===== src/rtl/uart_tx_pkg.sv =====
package uart_tx_pkg;
  typedef enum logic [1:0] {
    TX_IDLE  = 2'd0,
    TX_SEND  = 2'd1,
    TX_GUARD = 2'd2
  } tx_state_e;
endpackage


===== src/rtl/uart_tx_bit_timer.sv =====
module uart_tx_bit_timer #(
  parameter int DIV_W = 8
) (
  input  logic             clk,
  input  logic             rst_n,
  input  logic             run_i,
  input  logic [DIV_W-1:0] div_i,
  output logic             tick_o
);
  logic [DIV_W-1:0] cnt_q, cnt_d;

  assign tick_o = run_i && (cnt_q == div_i);

  always_comb begin
    cnt_d = cnt_q;
    if (!run_i || tick_o) cnt_d = '0;
    else                  cnt_d = cnt_q + 1'b1;
  end

  always_ff @(posedge clk or negedge rst_n) begin
    if (!rst_n) cnt_q <= '0;
    else        cnt_q <= cnt_d;
  end
endmodule


===== src/rtl/uart_tx_frame.sv =====
module uart_tx_frame #(
  parameter int DATA_W = 7,
  parameter int SLOT_W = 4
) (
  input  logic [DATA_W-1:0] data_i,
  input  logic              parity_en_i,
  input  logic [SLOT_W-1:0] slot_i,
  output logic              bit_o
);
  localparam int NSLOT  = 1 << SLOT_W;
  localparam int GUARDS = DATA_W + 1;

  logic [NSLOT-1:0] frame;

  for (genvar k = 0; k < NSLOT; k++) begin : g_slot
    if (k == 0) begin : g_start
      assign frame[k] = 1'b0;
    end else if (k <= DATA_W) begin : g_data
      assign frame[k] = data_i[k-1];
    end else if (k == GUARDS) begin : g_par
      assign frame[k] = parity_en_i ? ^data_i : 1'b1;
    end else begin : g_high
      assign frame[k] = 1'b1;
    end
  end

  assign bit_o = frame[slot_i];
endmodule


===== src/rtl/uart_tx_guard.sv =====
module uart_tx_guard
  import uart_tx_pkg::*;
#(
  parameter int DATA_W = 7,
  parameter int SLOT_W = 4,
  parameter int DIV_W  = 8
) (
  input  logic              clk,
  input  logic              rst_n,
  input  logic              start_i,
  input  logic [DATA_W-1:0] data_i,
  input  logic              parity_en_i,
  input  logic [SLOT_W-1:0] slot_first_i,
  input  logic [SLOT_W-1:0] slot_last_i,
  input  logic [DIV_W-1:0]  bit_div_i,
  input  logic              rx_done_i,
  output logic              txd_o,
  output logic              busy_o,
  output logic              irq_o
);
  // reset: asynchronous assertion, synchronous release
  logic [1:0] rst_sync_q;
  logic       arst_n;

  always_ff @(posedge clk or negedge rst_n) begin
    if (!rst_n) rst_sync_q <= '0;
    else        rst_sync_q <= {rst_sync_q[0], 1'b1};
  end
  assign arst_n = rst_sync_q[1];

  tx_state_e         st_q, st_d;
  logic [SLOT_W-1:0] slot_q, slot_d, last_q, last_d;
  logic [DATA_W-1:0] data_q, data_d;
  logic [DIV_W-1:0]  div_q, div_d;
  logic              par_q, par_d;
  logic              pend_q, pend_d;
  logic              done_q, done_d;
  logic              tick, load, slot_bit;

  uart_tx_bit_timer #(.DIV_W(DIV_W)) i_timer (
    .clk    (clk),
    .rst_n  (arst_n),
    .run_i  (st_q != TX_IDLE),
    .div_i  (div_q),
    .tick_o (tick)
  );

  uart_tx_frame #(.DATA_W(DATA_W), .SLOT_W(SLOT_W)) i_frame (
    .data_i      (data_q),
    .parity_en_i (par_q),
    .slot_i      (slot_q),
    .bit_o       (slot_bit)
  );

  // a frame launches from idle, or from an expiring guard with a held strobe
  assign load = ((st_q == TX_IDLE) && start_i) ||
                ((st_q == TX_GUARD) && tick && (pend_q || start_i));

  always_comb begin
    st_d   = st_q;
    slot_d = slot_q;
    last_d = last_q;
    data_d = data_q;
    div_d  = div_q;
    par_d  = par_q;
    pend_d = pend_q;
    done_d = 1'b0;
    if (load) begin
      st_d   = TX_SEND;
      slot_d = slot_first_i;
      last_d = slot_last_i;
      data_d = data_i;
      div_d  = bit_div_i;
      par_d  = parity_en_i;
      pend_d = 1'b0;
    end else begin
      unique case (st_q)
        TX_SEND: begin
          if (tick) begin
            if (slot_q == last_q) begin
              st_d   = TX_GUARD;
              done_d = 1'b1;
            end else begin
              slot_d = slot_q + 1'b1;
            end
          end
        end
        TX_GUARD: begin
          if (tick) begin
            st_d   = TX_IDLE;
            pend_d = 1'b0;
          end else if (start_i) begin
            pend_d = 1'b1;
          end
        end
        default: ;
      endcase
    end
  end

  always_ff @(posedge clk or negedge arst_n) begin
    if (!arst_n) begin
      st_q   <= TX_IDLE;
      slot_q <= '0;
      last_q <= '0;
      data_q <= '0;
      div_q  <= '0;
      par_q  <= 1'b0;
      pend_q <= 1'b0;
      done_q <= 1'b0;
    end else begin
      st_q   <= st_d;
      slot_q <= slot_d;
      last_q <= last_d;
      data_q <= data_d;
      div_q  <= div_d;
      par_q  <= par_d;
      pend_q <= pend_d;
      done_q <= done_d;
    end
  end

  assign busy_o = (st_q == TX_SEND);
  assign txd_o  = busy_o ? slot_bit : 1'b1;
  assign irq_o  = done_q | rx_done_i;
endmodule


===== config.mk =====
export PLATFORM = sky130hd
export DESIGN_NAME = uart_tx_guard
export DESIGN_NICKNAME = d
export VERILOG_FILES = /design/src/rtl/uart_tx_pkg.sv /design/src/rtl/uart_tx_bit_timer.sv /design/src/rtl/uart_tx_frame.sv /design/src/rtl/uart_tx_guard.sv
export SDC_FILE = /design/constraint.sdc
export NUM_CORES = 1
export LEC_CHECK = 0
export BUFFER_PORTS_ARGS = -buffer_cell sky130_fd_sc_hd__buf_4
export CORE_ASPECT_RATIO = 0.6
export CORE_MARGIN = 3
export CORE_UTILIZATION = 35
export CTS_CLUSTER_SIZE = 12
export DETAILED_ROUTE_END_ITERATION = 10
export GPL_TIMING_DRIVEN = 0
export PLACE_DENSITY = 0.64
export SLEW_MARGIN = 20
export SYNTH_ARGS = -nofsm -noshare
export SYNTH_HDL_FRONTEND = slang
export SYNTH_SLANG_ARGS = --single-unit

===== constraint.sdc =====
create_clock -name clk -period 3.37 [get_ports clk]
set_clock_uncertainty 0.1 [all_clocks]
set_input_delay 0.337 -clock clk [delete_from_list [all_inputs] [get_ports clk]]
set_output_delay 0.337 -clock clk [all_outputs]
set_load 0.01 [all_outputs]

# Word level (Yosys, flattened, before mapping)
# Cells that the tools add are included.
[totals] reg_bits=38 latchBits=0 ramBits=0 rom_bits=0 in_bits=28 output_inout_bits=3 elab_cells=63 n_memories=0
[classes] addsub=2 multipliers=0 div_mod_pow=0 order_cmp=1 n_eq_ne=8 shift=0 muxes=22 bitwise_logic=1 reduce_logical=19
[ops] cell="4-bit two-way mux" count=4
[ops] cell="1-bit two-way mux" count=11
[ops] cell="8-bit by 1-bit adder with 8-bit output, second input constant" count=1
[ops] cell="8-bit == test" count=1
[ops] cell="2-bit two-way mux" count=4
[ops] cell="8-bit two-way mux" count=1
[ops] cell="2-bit nonzero test" count=4
[ops] cell="7-bit XOR reduction" count=1
[ops] cell="3-bit by 1-bit != test with 1-bit output, second input constant" count=2
[ops] cell="3-bit nonzero test" count=2
[ops] cell="4-bit by 5-bit less-than comparator with 1-bit output, second input constant" count=1
[ops] cell="4-bit by 1-bit adder with 4-bit output, second input constant" count=1
[ops] cell="1-bit binary-select mux with 4-bit select" count=1
[ops] cell="4-bit == test" count=1
[ops] cell="1-bit logical AND" count=4
[ops] cell="2-bit case mux with 2 select lines" count=1
[ops] cell="4-bit AND reduction" count=1
[ops] cell="1-bit logical OR" count=3
[ops] cell="3-bit by 2-bit != test with 1-bit output, second input constant" count=1
[ops] cell="3-bit AND reduction" count=1
[ops] cell="2-bit by 1-bit == test with 1-bit output, second input constant" count=1
[ops] cell="2-bit == test, second input constant" count=1
[ops] cell="2-bit logical NOT" count=1
[ops] cell="2-bit != test, second input constant" count=1
[ops] cell="other kinds (3)" count=3

# Depth between registers and ports, before layout
# Gate-level depths: netlist of the first run.
[logic_depth] depth_word=7 ltp_mapped=7 mapped_depth_nobuf=5

# Hierarchy
# A second synthesis of the first run with hierarchy kept.
[hier_totals] hier_cells=202 hier_area_um2=1965.6
[by_module_without_submodules] mod="uart_tx_guard" instances=1 cells_per_inst=142 area_each_um2=1306.3 seq_area_each_um2=750.7
[by_module_without_submodules] mod="uart_tx_bit_timer" instances=1 cells_per_inst=46 area_each_um2=500.5 seq_area_each_um2=200.2
[by_module_without_submodules] mod="uart_tx_frame" instances=1 cells_per_inst=14 area_each_um2=158.9 seq_area_each_um2=0.0

# Worst setup path before layout of the first run
# No wires, ideal clock.
[synth_path] kind="register to output" startpoint="reg slot_q[0]" endpoint="out txd_o" t_arrival_ns=1.333 t_required_ns=2.933 slack_ns=1.600 path_stages_with_launch=5 n_path_buf=1 path_cell_list="dfrtp_1 > buf_4 > mux4_2 > a211oi_1 > o21ai_0"
[synth_via] elab_chain_len=3
[synth_lines] element="from (decl)" line="uart_tx_guard.sv:32" source="logic [SLOT_W-1:0] slot_q, slot_d, last_q, last_d;"
[synth_lines] element="from (signal assigned)" line="uart_tx_guard.sv:113" source="slot_q <= slot_d;"
[synth_lines] element="1-bit binary-select mux with 4-bit select" line="uart_tx_frame.sv:27" source="assign bit_o = frame[slot_i];"
[synth_lines] element="1-bit two-way mux (implied by the code)" line="uart_tx_frame.sv:27"
[synth_lines] element="1-bit two-way mux" line="uart_tx_guard.sv:124" source="assign txd_o = busy_o ? slot_bit : 1'b1;"
[synth_lines] element="to (decl)" line="uart_tx_guard.sv:17" source="output logic txd_o,"
# No other way between the ends. The select of a mux whose other input is x is not followed.

# Worst setup path in the final report of the first run
# Same ends and word-level chain as after synthesis.

==> impl_metrics.py, run 1 <==
metrics = {
    "die": {
        "io_pins": 31,
        "initial_core_util": 0.376,
        "die_area_sq_um": 6580,
        "rows": 20,
        "fp.dieW_um": 103,
        "core_area_sq_um": 5230,
        "fp.dieH_um": 64.1,
    },
    "sta": {
        "drv_slew": 0,
        "tightest_slew_ns": 0.589,
        "setup_slack_ns": 1.11,
        "final-hold-violation-count": 0,
        "setup_viol_count_final": 0,
        "fmax_mhz": 443,
        "tns_ns": 0,
        "slew-limit-headroom": 0.604,
        "min_period_ns": 2.26,
        "rsz0062_at_grt": "false",
        "timing.final.crit_share": 0.670,
    },
    "detailed_routing": {
        "post-route-drc-count": 0,
        "drt-initial-drc-count": 34,
        "wl_met2_um": 1310,
        "avgRoutedWirePerCell_um": 14.4,
        "firstDrtPassIters": 4,
        "met1Wirelength_um": 2190,
        "ant_nets": 0,
        "routed-wl-met3_um": 236,
        "via_per_inst": 4.76,
        "wirelength_um": 3820,
        "vias": 1262,
        "top_layer": "met4",
    },
    "global_routing": {
        "track_usage": 0.131,
        "grt_overflow_total": 0,
        "grt_pass1_wl_um": 6470,
        "grt_max_degree": 26,
        "antenna_found_initial": 0,
        "grt_pass1_vias": 1251,
    },
    "logic_synthesis": {
        "seq_area_frac_synth": 0.483,
        "synth_compound_area_frac": 0.0687,
        "synth_xor_area_frac": 0.116,
        "syn_area_sq_um": 1970,
        "ys_ff_latch": 38,
        "ys_warn_count": 0,
        "synthSimpleGateAreaFrac": 0.0986,
        "synthesis.nets": 189,
        "syn_avg_cell_area_sq_um": 12.4,
        "yosysUniqueCellTypes": 39,
        "synth.area.mux_share": 0.183,
        "synth_top_family_by_area": "multiplexers",
        "synthCells": 159,
        "synth_fa_ha_area_frac": 0.0127,
    },
    "clock_tree": {
        "cts_tree": "done",
        "clockBufferDepth": 2,
        "cts.htree.levels": 2,
        "cts_root_buf": "clkbuf_8",
        "numCtsBuffers": 5,
        "clk_pin_slew_worst_paths_ns": 0.07,
        "insertion_delay_ns": 0.29,
        "cts_resized": 0,
        "numClockSinks": 38,
    },
    "layout": {
        "nNetsFinal": 228,
        "fin_util": 0.458,
        "area_delta_synth_final_pct": 21.9,
        "drive_above_1_share": 0.372,
        "fillers": 488,
        "n_antenna_cell": 0,
    },
    "place": {
        "place_hpwl_um": 2900,
        "place_ws_ns": 1.41,
        "routabilityCongestion": 0.816,
        "portBuffers": 30,
    },
    "run": {
        "maxCapViolCount": 0,
    },
    "worst_setup_path": {
        "cp_max_fo": 8,
        "crit_required_ns": 2.93,
        "crit_start": "slot_q[0]$_DFFE_PN0P_",
        "arrival_ns": 1.82,
        "end_kind": "primary output",
        "r2r-start": "i_timer.cnt_q[1]$_DFF_PN0_",
        "worstSetupPathType": "flop to primary output",
        "start_kind": "flop",
    },
    "pwr": {
        "leakage_nw": 1.12,
        "power_density_nw_per_um2": 863,
        "power.total_mw": 2.07,
        "peakVddDrop_mv": 0.267,
    },
    "outcome": {
        "outcome": "finished clean",
    },
    "min_path": {
        "hold_class": "flop to asynchronous set/reset pin",
    },
}
## cells in the final DEF (no fill, tap or decap), types with 3 or more instances in the layout
| cell | n |
|---|---|
| nand2_1 | 3 |
| buf_4 | 31 |
| nor2_1 | 10 |
| nand3_1 | 3 |
| dfrtp_1 | 37 |
| nand4_1 | 4 |
| a21oi_1 | 5 |
| mux2_2 | 5 |
| clkbuf_8 | 6 |
| and3_1 | 3 |
| xor2_1 | 7 |
| xnor2_1 | 19 |
| mux2_4 | 18 |
| clkbuf_1 | 3 |
| and4_1 | 3 |
| inv_1 | 5 |
## metrics by stage
| step | std cells | area [sq um] | hold slack (ns) |
|---|---|---|---|
| after floorplan | 159 | 1970 | -0.0586 |
| after global placement | 255 | 2270 | 0.0211 |
| after detailed placement | 256 | 2300 | 0.0207 |
| after CTS | 265 | 2400 | 0.0585 |
| after global routing | 265 | 2400 | 0.0795 |
| final | 265 | 2400 | 0.0475 |
## cell type report
| type | instances | area, sq um | area share |
|---|---|---|---|
| clock buffers | 7 | 86.3 | 0.0360 |
| clock inverters | 1 | 5.00 | 0.00209 |
| well taps | 66 | 82.6 | 0.0344 |
| repair buffers | 32 | 255 | 0.106 |
| inverters | 5 | 18.8 | 0.00783 |
| plain buffers | 8 | 52.6 | 0.0219 |
| flip-flops and latches | 38 | 952 | 0.397 |
| multi-input cells | 108 | 945 | 0.394 |
## registers in the layout, summed over array words and instances, names as in the netlist
name,flops
i_timer.cnt_q,8
slot_q,4
rst_sync_q,2
pend_q,1
last_q,4
div_q,8
par_q,1
st_q,2
done_q,1
data_q,7
## worst paths after layout
check	endpoint	slack [ns]	cells past startpoint
worst min register to register	last_q[2]$_DFFE_PN0P_	0.05	0
worst min-delay path	last_q[2]$_DFFE_PN0P_	0.05	0
worst max-delay path	txd_o	1.11	5
worst max register to register	div_q[2]$_DFFE_PN0P_	1.40	6
max in group asynchronous	i_timer.cnt_q[4]$_DFF_PN0_	2.71	1
min in group clk	data_q[1]$_DFFE_PN0P_	0.17	2
## per-layer routing
layer / GRT usage / up-vias
met1: 0.227 / 589
met4: 0.0582 / 0
met5: 0 / -
met2: 0.137 / 36
li1: - / 631
met3: 0.0393 / 6
## power by group
| group | internal (mW) | switching [mW] |
|---|---|---|
| Sequential | 0.660 | 0.197 |
| Clock | 0.165 | 0.154 |
| Combinational | 0.534 | 0.358 |
| Total | 1.36 | 0.709 |
## synth_stat cells
master | instances | share of area
dfrtp_1 | 38 | 0.48
xnor2_1 | 19 | 0.085
mux2_4 | 18 | 0.14
nor2_1 | 10 | 0.019
xor2_1 | 7 | 0.031
a21oi_1 | 5 | 0.013
inv_1 | 5 | 0.0095
mux2_2 | 5 | 0.029
nand4_1 | 4 | 0.013
and3_1 | 3 | 0.0095
and4_1 | 3 | 0.013
nand2_1 | 3 | 0.0057
nand3_1 | 3 | 0.0076
a211o_1 | 2 | 0.0089
buf_2 | 2 | 0.0051
buf_6 | 2 | 0.011
clkbuf_1 | 2 | 0.0038
ha_1 | 2 | 0.013
nand2b_1 | 2 | 0.0064
nor3_1 | 2 | 0.0051
o21ai_0 | 2 | 0.0051
o22a_1 | 2 | 0.0089
or2_2 | 2 | 0.0064
a211oi_1 | 1 | 0.0038
a31oi_1 | 1 | 0.0032
a41oi_1 | 1 | 0.0045
buf_4 | 1 | 0.0038
clkbuf_2 | 1 | 0.0025
conb_1 | 1 | 0.0019
mux2i_1 | 1 | 0.0051
mux4_2 | 1 | 0.011
nand2_4 | 1 | 0.0057
nand3b_1 | 1 | 0.0038
nor4_1 | 1 | 0.0032
o211a_1 | 1 | 0.0051
o21a_1 | 1 | 0.0038
o21ai_1 | 1 | 0.0025
o21ai_2 | 1 | 0.0045
o221a_2 | 1 | 0.0057
## worst max-delay path, cell delays in order, from the launching register on
cell      delay, ns
dfrtp_1        0.36
buf_4          0.18
mux4_2         0.50
a211oi_1       0.23
o21ai_0        0.11
buf_4          0.16
## cell families after synthesis
group / Yosys count
other: 1
multiplexers: 25
buffers and inverters: 13
AND/OR/NAND/NOR: 35
adder cells (fa/ha/maj): 2
XOR/XNOR: 26
flip-flops: 38
AO/OA/AOI/OAI: 19
## repair_timing
action	4_1_cts	5_1_grt
hold endpoints to repair	2	0
hold buffers	1	0
setup buffers	0	0
Note: power is estimated with default switching activity, not from simulation.
==> run 2: changes to the inputs <==
Clock period 3.37 ns to 2.16 ns, I/O delays scaled along.
==> impl_metrics.py, run 2 (synthesis gave the netlist of run 1 again) <==
metrics = {
    "clock_tree": {
        "cts_tree": "done",
        "clk_pin_slew_worst_paths_ns": 0.07,
        "clockBufferDepth": 2,
        "cts_root_buf": "clkbuf_8",
        "numClockSinks": 38,
        "numCtsBuffers": 5,
        "insertion_delay_ns": 0.29,
        "cts.htree.levels": 2,
    },
    "sta": {
        "tightest_slew_ns": 0.598,
        "drv_slew": 0,
        "setup_viol_count_final": 0,
        "timing.final.crit_share": 0.964,
        "final-hold-violation-count": 0,
        "fmax_mhz": 480,
        "min_period_ns": 2.08,
        "rsz0062_at_grt": "false",
        "slew-limit-headroom": 0.598,
        "tns_ns": 0,
    },
    "die": {
        "fp.dieW_um": 103,
        "initial_core_util": 0.376,
        "rows": 20,
        "io_pins": 31,
        "die_area_sq_um": 6580,
        "fp.dieH_um": 64.1,
        "core_area_sq_um": 5230,
    },
    "layout": {
        "area_delta_synth_final_pct": 23.5,
        "drive_above_1_share": 0.388,
        "fillers": 479,
        "largestRegisters": "div_q: 8 flops, i_timer.cnt_q: 8 flops, data_q: 7 flops",
        "n_antenna_cell": 0,
        "most-common-layout-cells": "dfrtp_1, buf_4, xnor2_1, mux2_4, nor2_1",
        "nNetsFinal": 230,
        "final_cells": 267,
        "layout_commonest_cell": "dfrtp_1",
    },
    "detailed_routing": {
        "ant_nets": 0,
        "avgRoutedWirePerCell_um": 14.5,
        "drt-initial-drc-count": 54,
        "firstDrtPassIters": 4,
        "vias": 1280,
        "via_per_inst": 4.79,
        "post-route-drc-count": 0,
        "wirelength_um": 3870,
    },
    "place": {
        "portBuffers": 30,
        "dp.cells": 256,
        "place_hpwl_um": 2900,
        "routabilityCongestion": 0.816,
    },
    "outcome": {
        "outcome": "finished clean",
    },
    "pwr": {
        "peakVddDrop_mv": 0.417,
        "power_density_nw_per_um2": 1360,
        "leakage_nw": 1.14,
    },
    "global_routing": {
        "grt_max_degree": 26,
        "grt_overflow_total": 0,
        "track_usage": 0.132,
        "grt_pass1_wl_um": 6480,
        "grt_pass1_vias": 1251,
        "antenna_found_initial": 0,
    },
    "run": {
        "maxCapViolCount": 0,
    },
    "worst_setup_path": {
        "cp_max_fo": 7,
        "crit_start": "slot_q[0]$_DFFE_PN0P_",
        "r2r_cells": 8,
        "end_kind": "primary output",
        "arrival_ns": 1.77,
        "worstSetupPathType": "flop to primary output",
        "crit_required_ns": 1.84,
        "r2r-start": "slot_q[0]$_DFFE_PN0P_",
        "start_kind": "flop",
    },
    "min_path": {
        "hold_class": "flop to asynchronous set/reset pin",
    },
}
## run 2: cell types whose count changed in the layout (fill, tap and decap cells not counted)
cell / delta
o21ai_1: +1
o21ai_0: -1
a211oi_2: +1
buf_6: +1
buf_4: +1
a211oi_1: -1
xnor2_2: +1
xnor2_1: -1
## run 2: path summary, 6_finish.rpt
| path | slack [ns] | endpoint |
|---|---|---|
| max in group asynchronous | 1.50 | i_timer.cnt_q[4]$_DFF_PN0_ |
| setup / recovery | 0.08 | txd_o |
| min in group clk | 0.05 | data_q[1]$_DFFE_PN0P_ |
| setup reg to reg | 0.16 | slot_q[0]$_DFFE_PN0P_ |
| hold reg to reg | 0.05 | last_q[2]$_DFFE_PN0P_ |
| hold / removal | 0.05 | last_q[2]$_DFFE_PN0P_ |
## run 2: worst max-delay path: stages (launching register included)
cell and delay (ns):
dfrtp_1 0.37, buf_6 0.14, mux4_2 0.51, a211oi_2 0.22, o21ai_1 0.08, buf_4 0.15
## run 2: repair_timing
item / 4_1_cts / 5_1_grt
hold endpoints to repair: 2 / 0
setup endpoints to repair: 1 / 1
setup buffers: 0 / 2
cloned: 0 / 0
hold buffers: 1 / 0
resized for setup: 1 / 3
pin swaps: 0 / 1
## run 2: where the power goes
| part | leakage (nW) | total (mW) | internal (mW) | switching (mW) |
|---|---|---|---|---|
| clock | 0.0482 | 0.499 | 0.257 | 0.242 |
| combinational | 0.634 | 1.46 | 0.880 | 0.576 |
| sequential | 0.454 | 1.35 | 1.03 | 0.318 |
| total | 1.14 | 3.30 | 2.17 | 1.14 |
## run 2: cell type report
| cell class | count | area (sq um) | share of cell area |
|---|---|---|---|
| buffer | 8 | 56.3 | 0.0232 |
| clock buffer | 7 | 86.3 | 0.0355 |
| clock inverter | 1 | 5.00 | 0.00206 |
| inverter | 5 | 18.8 | 0.00773 |
| multi-input combinational | 108 | 957 | 0.394 |
| sequential | 38 | 952 | 0.392 |
| tap | 66 | 82.6 | 0.0340 |
| timing repair buffer | 34 | 270 | 0.111 |
## run 2: metrics by stage
step | util | power (mW) | worst slack (ns) | instance area [sq um] | hold slack (ns)
3_3_place_gp | 0.435 | 2.70 | 0.215 | 2270 | -0.0999
5_1_grt | 0.464 | 3.57 | 0.0118 | 2430 | 0.0353
6_report | 0.464 | 3.30 | 0.0769 | 2430 | 0.0479
3_5_place_dp | 0.439 | 2.73 | 0.200 | 2300 | -0.100
4_1_cts | 0.459 | 3.26 | 0.0172 | 2400 | 0.0430
2_1_floorplan | - | 2.41 | 0.405 | 1970 | -0.180
## run 2: metal layers
| layer | global-route usage | up-vias | part of all wire |
|---|---|---|---|
| li1 | - | 632 | - |
| met1 | 0.227 | 607 | 0.58 |
| met2 | 0.137 | 35 | 0.35 |
| met3 | 0.0393 | 6 | 0.056 |
| met4 | 0.0582 | 0 | 0.021 |
| met5 | 0 | - | 0 |
==> run 3: changes to the inputs <==
Clock period 2.16 ns to 1.95 ns, I/O delays scaled along.
==> impl_metrics.py, run 3 (synthesis gave the netlist of run 1 again) <==
metrics = {
    "layout": {
        "final_cells": 273,
        "largestRegisters": "div_q: 8 flops, i_timer.cnt_q: 8 flops, data_q: 7 flops",
        "finalInstanceArea_sq_um": 2580,
        "most-common-layout-cells": "buf_4, dfrtp_1, mux2_4",
        "fin_util": 0.493,
        "area_delta_synth_final_pct": 31.0,
        "nNetsFinal": 236,
        "n_antenna_cell": 0,
        "layout_commonest_cell": "buf_4",
        "drive_above_1_share": 0.469,
    },
    "worst_setup_path": {
        "arrival_ns": 1.70,
        "crit_required_ns": 1.65,
        "end_kind": "primary output",
        "r2r_end": "div_q[7]$_DFFE_PN0P_",
        "rrSetupSlack_ns": 0.08,
        "r2r-start": "div_q[7]$_DFFE_PN0P_",
        "crit_start": "slot_q[0]$_DFFE_PN0P_",
        "cp_max_fo": 4,
        "worstSetupPathType": "flop to primary output",
        "r2r_cells": 6,
        "start_kind": "flop",
    },
    "sta": {
        "final-hold-violation-count": 0,
        "min_period_ns": 1.99,
        "slew-limit-headroom": 0.614,
        "timing.final.crit_share": 1.02,
        "setup_viol_count_final": 1,
        "rsz0062_at_grt": "true",
        "drv_slew": 0,
        "setup_slack_ns": -0.0444,
        "tightest_slew_ns": 0.575,
        "tns_ns": -0.0444,
        "fmax_mhz": 501,
    },
    "detailed_routing": {
        "wirelength_um": 3980,
        "drt-initial-drc-count": 51,
        "firstDrtPassIters": 4,
        "ant_nets": 0,
        "vias": 1320,
        "via_per_inst": 4.84,
        "post-route-drc-count": 0,
        "avgRoutedWirePerCell_um": 14.6,
    },
    "global_routing": {
        "grt_pass1_wl_um": 6460,
        "grt_max_degree": 26,
        "grt_overflow_total": 0,
        "track_usage": 0.131,
        "antenna_found_initial": 0,
        "grt_pass1_vias": 1239,
    },
    "place": {
        "place_ws_ns": -0.00981,
        "routabilityCongestion": 0.816,
        "place_hpwl_um": 2900,
        "dpl_cell_area_sq_um": 2300,
        "dp.cells": 256,
        "portBuffers": 30,
    },
    "min_path": {
        "min_from": "data_i[1]",
        "whs_path_depth": 2,
        "hold_class": "input pin to flop",
        "whs_endpoint": "data_q[1]$_DFFE_PN0P_",
    },
    "clock_tree": {
        "clk_pin_slew_worst_paths_ns": 0.08,
        "numCtsBuffers": 5,
        "clockBufferDepth": 2,
        "cts.htree.levels": 2,
        "cts_tree": "done",
        "numClockSinks": 38,
        "insertion_delay_ns": 0.29,
        "cts_root_buf": "clkbuf_8",
    },
    "die": {
        "initial_core_util": 0.376,
        "io_pins": 31,
        "fp.dieW_um": 103,
        "rows": 20,
        "fp.dieH_um": 64.1,
        "die_area_sq_um": 6580,
        "core_area_sq_um": 5230,
    },
    "pwr": {
        "leakage_nw": 1.21,
        "power_density_nw_per_um2": 1540,
        "peakVddDrop_mv": 0.507,
    },
    "run": {
        "maxCapViolCount": 0,
    },
    "outcome": {
        "outcome": "finished with violations",
        "violations": "negative setup slack",
    },
}
[run 3: where the power goes]
group	total [mW]	internal, mW	switching [mW]
Combinational	1.90	1.17	0.730
Clock	0.556	0.285	0.270
Sequential	1.52	1.14	0.383
Total	3.98	2.60	1.38
[run 3: layer usage]
metal  wire (um)  GRT usage
met1        2150      0.227
met2        1510      0.136
met4          79     0.0582
met3         247     0.0393
met5           0          0
[run 3: final cells by class]
cell class	count	area (sq um)
Fill cell	464	2650
Multi-Input combinational cell	108	1050
Sequential cell	38	953
Timing Repair Buffer	41	323
Clock buffer	7	86.3
Tap cell	66	82.6
Buffer	7	55.1
Inverter	5	18.8
Clock inverter	1	5.00
[run 3: per-stage QoR]
stage               total power [mW]  hold WS, ns
detailed placement              3.03       -0.121
global placement                2.99       -0.121
finish                          3.98       0.0274
floorplan                       2.67       -0.201
global route                    4.27       0.0143
CTS                             3.71       0.0220
[run 3: critical path, stage by stage (launching register included)]
cell and delay (ns):
dfrtp_1 0.37, buf_6 0.12, mux4_2 0.50, a211oi_2 0.19
o21ai_1 0.08, buf_4 0.15
[run 3: how the worst max path moves through the flow]
stage	depth (start not counted)	to
6_report	5	txd_o
5_1_grt	6	txd_o
4_1_cts	5	txd_o
3_5_place_dp	6	div_q[7]$_DFFE_PN0P_
3_3_place_gp	6	div_q[2]$_DFFE_PN0P_
2_1_floorplan	7	slot_q[0]$_DFFE_PN0P_
[run 3: repair_timing]
item / 4_1_cts / 5_1_grt
buffers inserted: 3 / 6
endpoints found under the hold margin: 2 / 0
setup endpoints to repair: 19 / 21
resized for setup: 5 / 15
cloned: 0 / 0
pin swaps: 2 / 5
hold buffers: 1 / 0
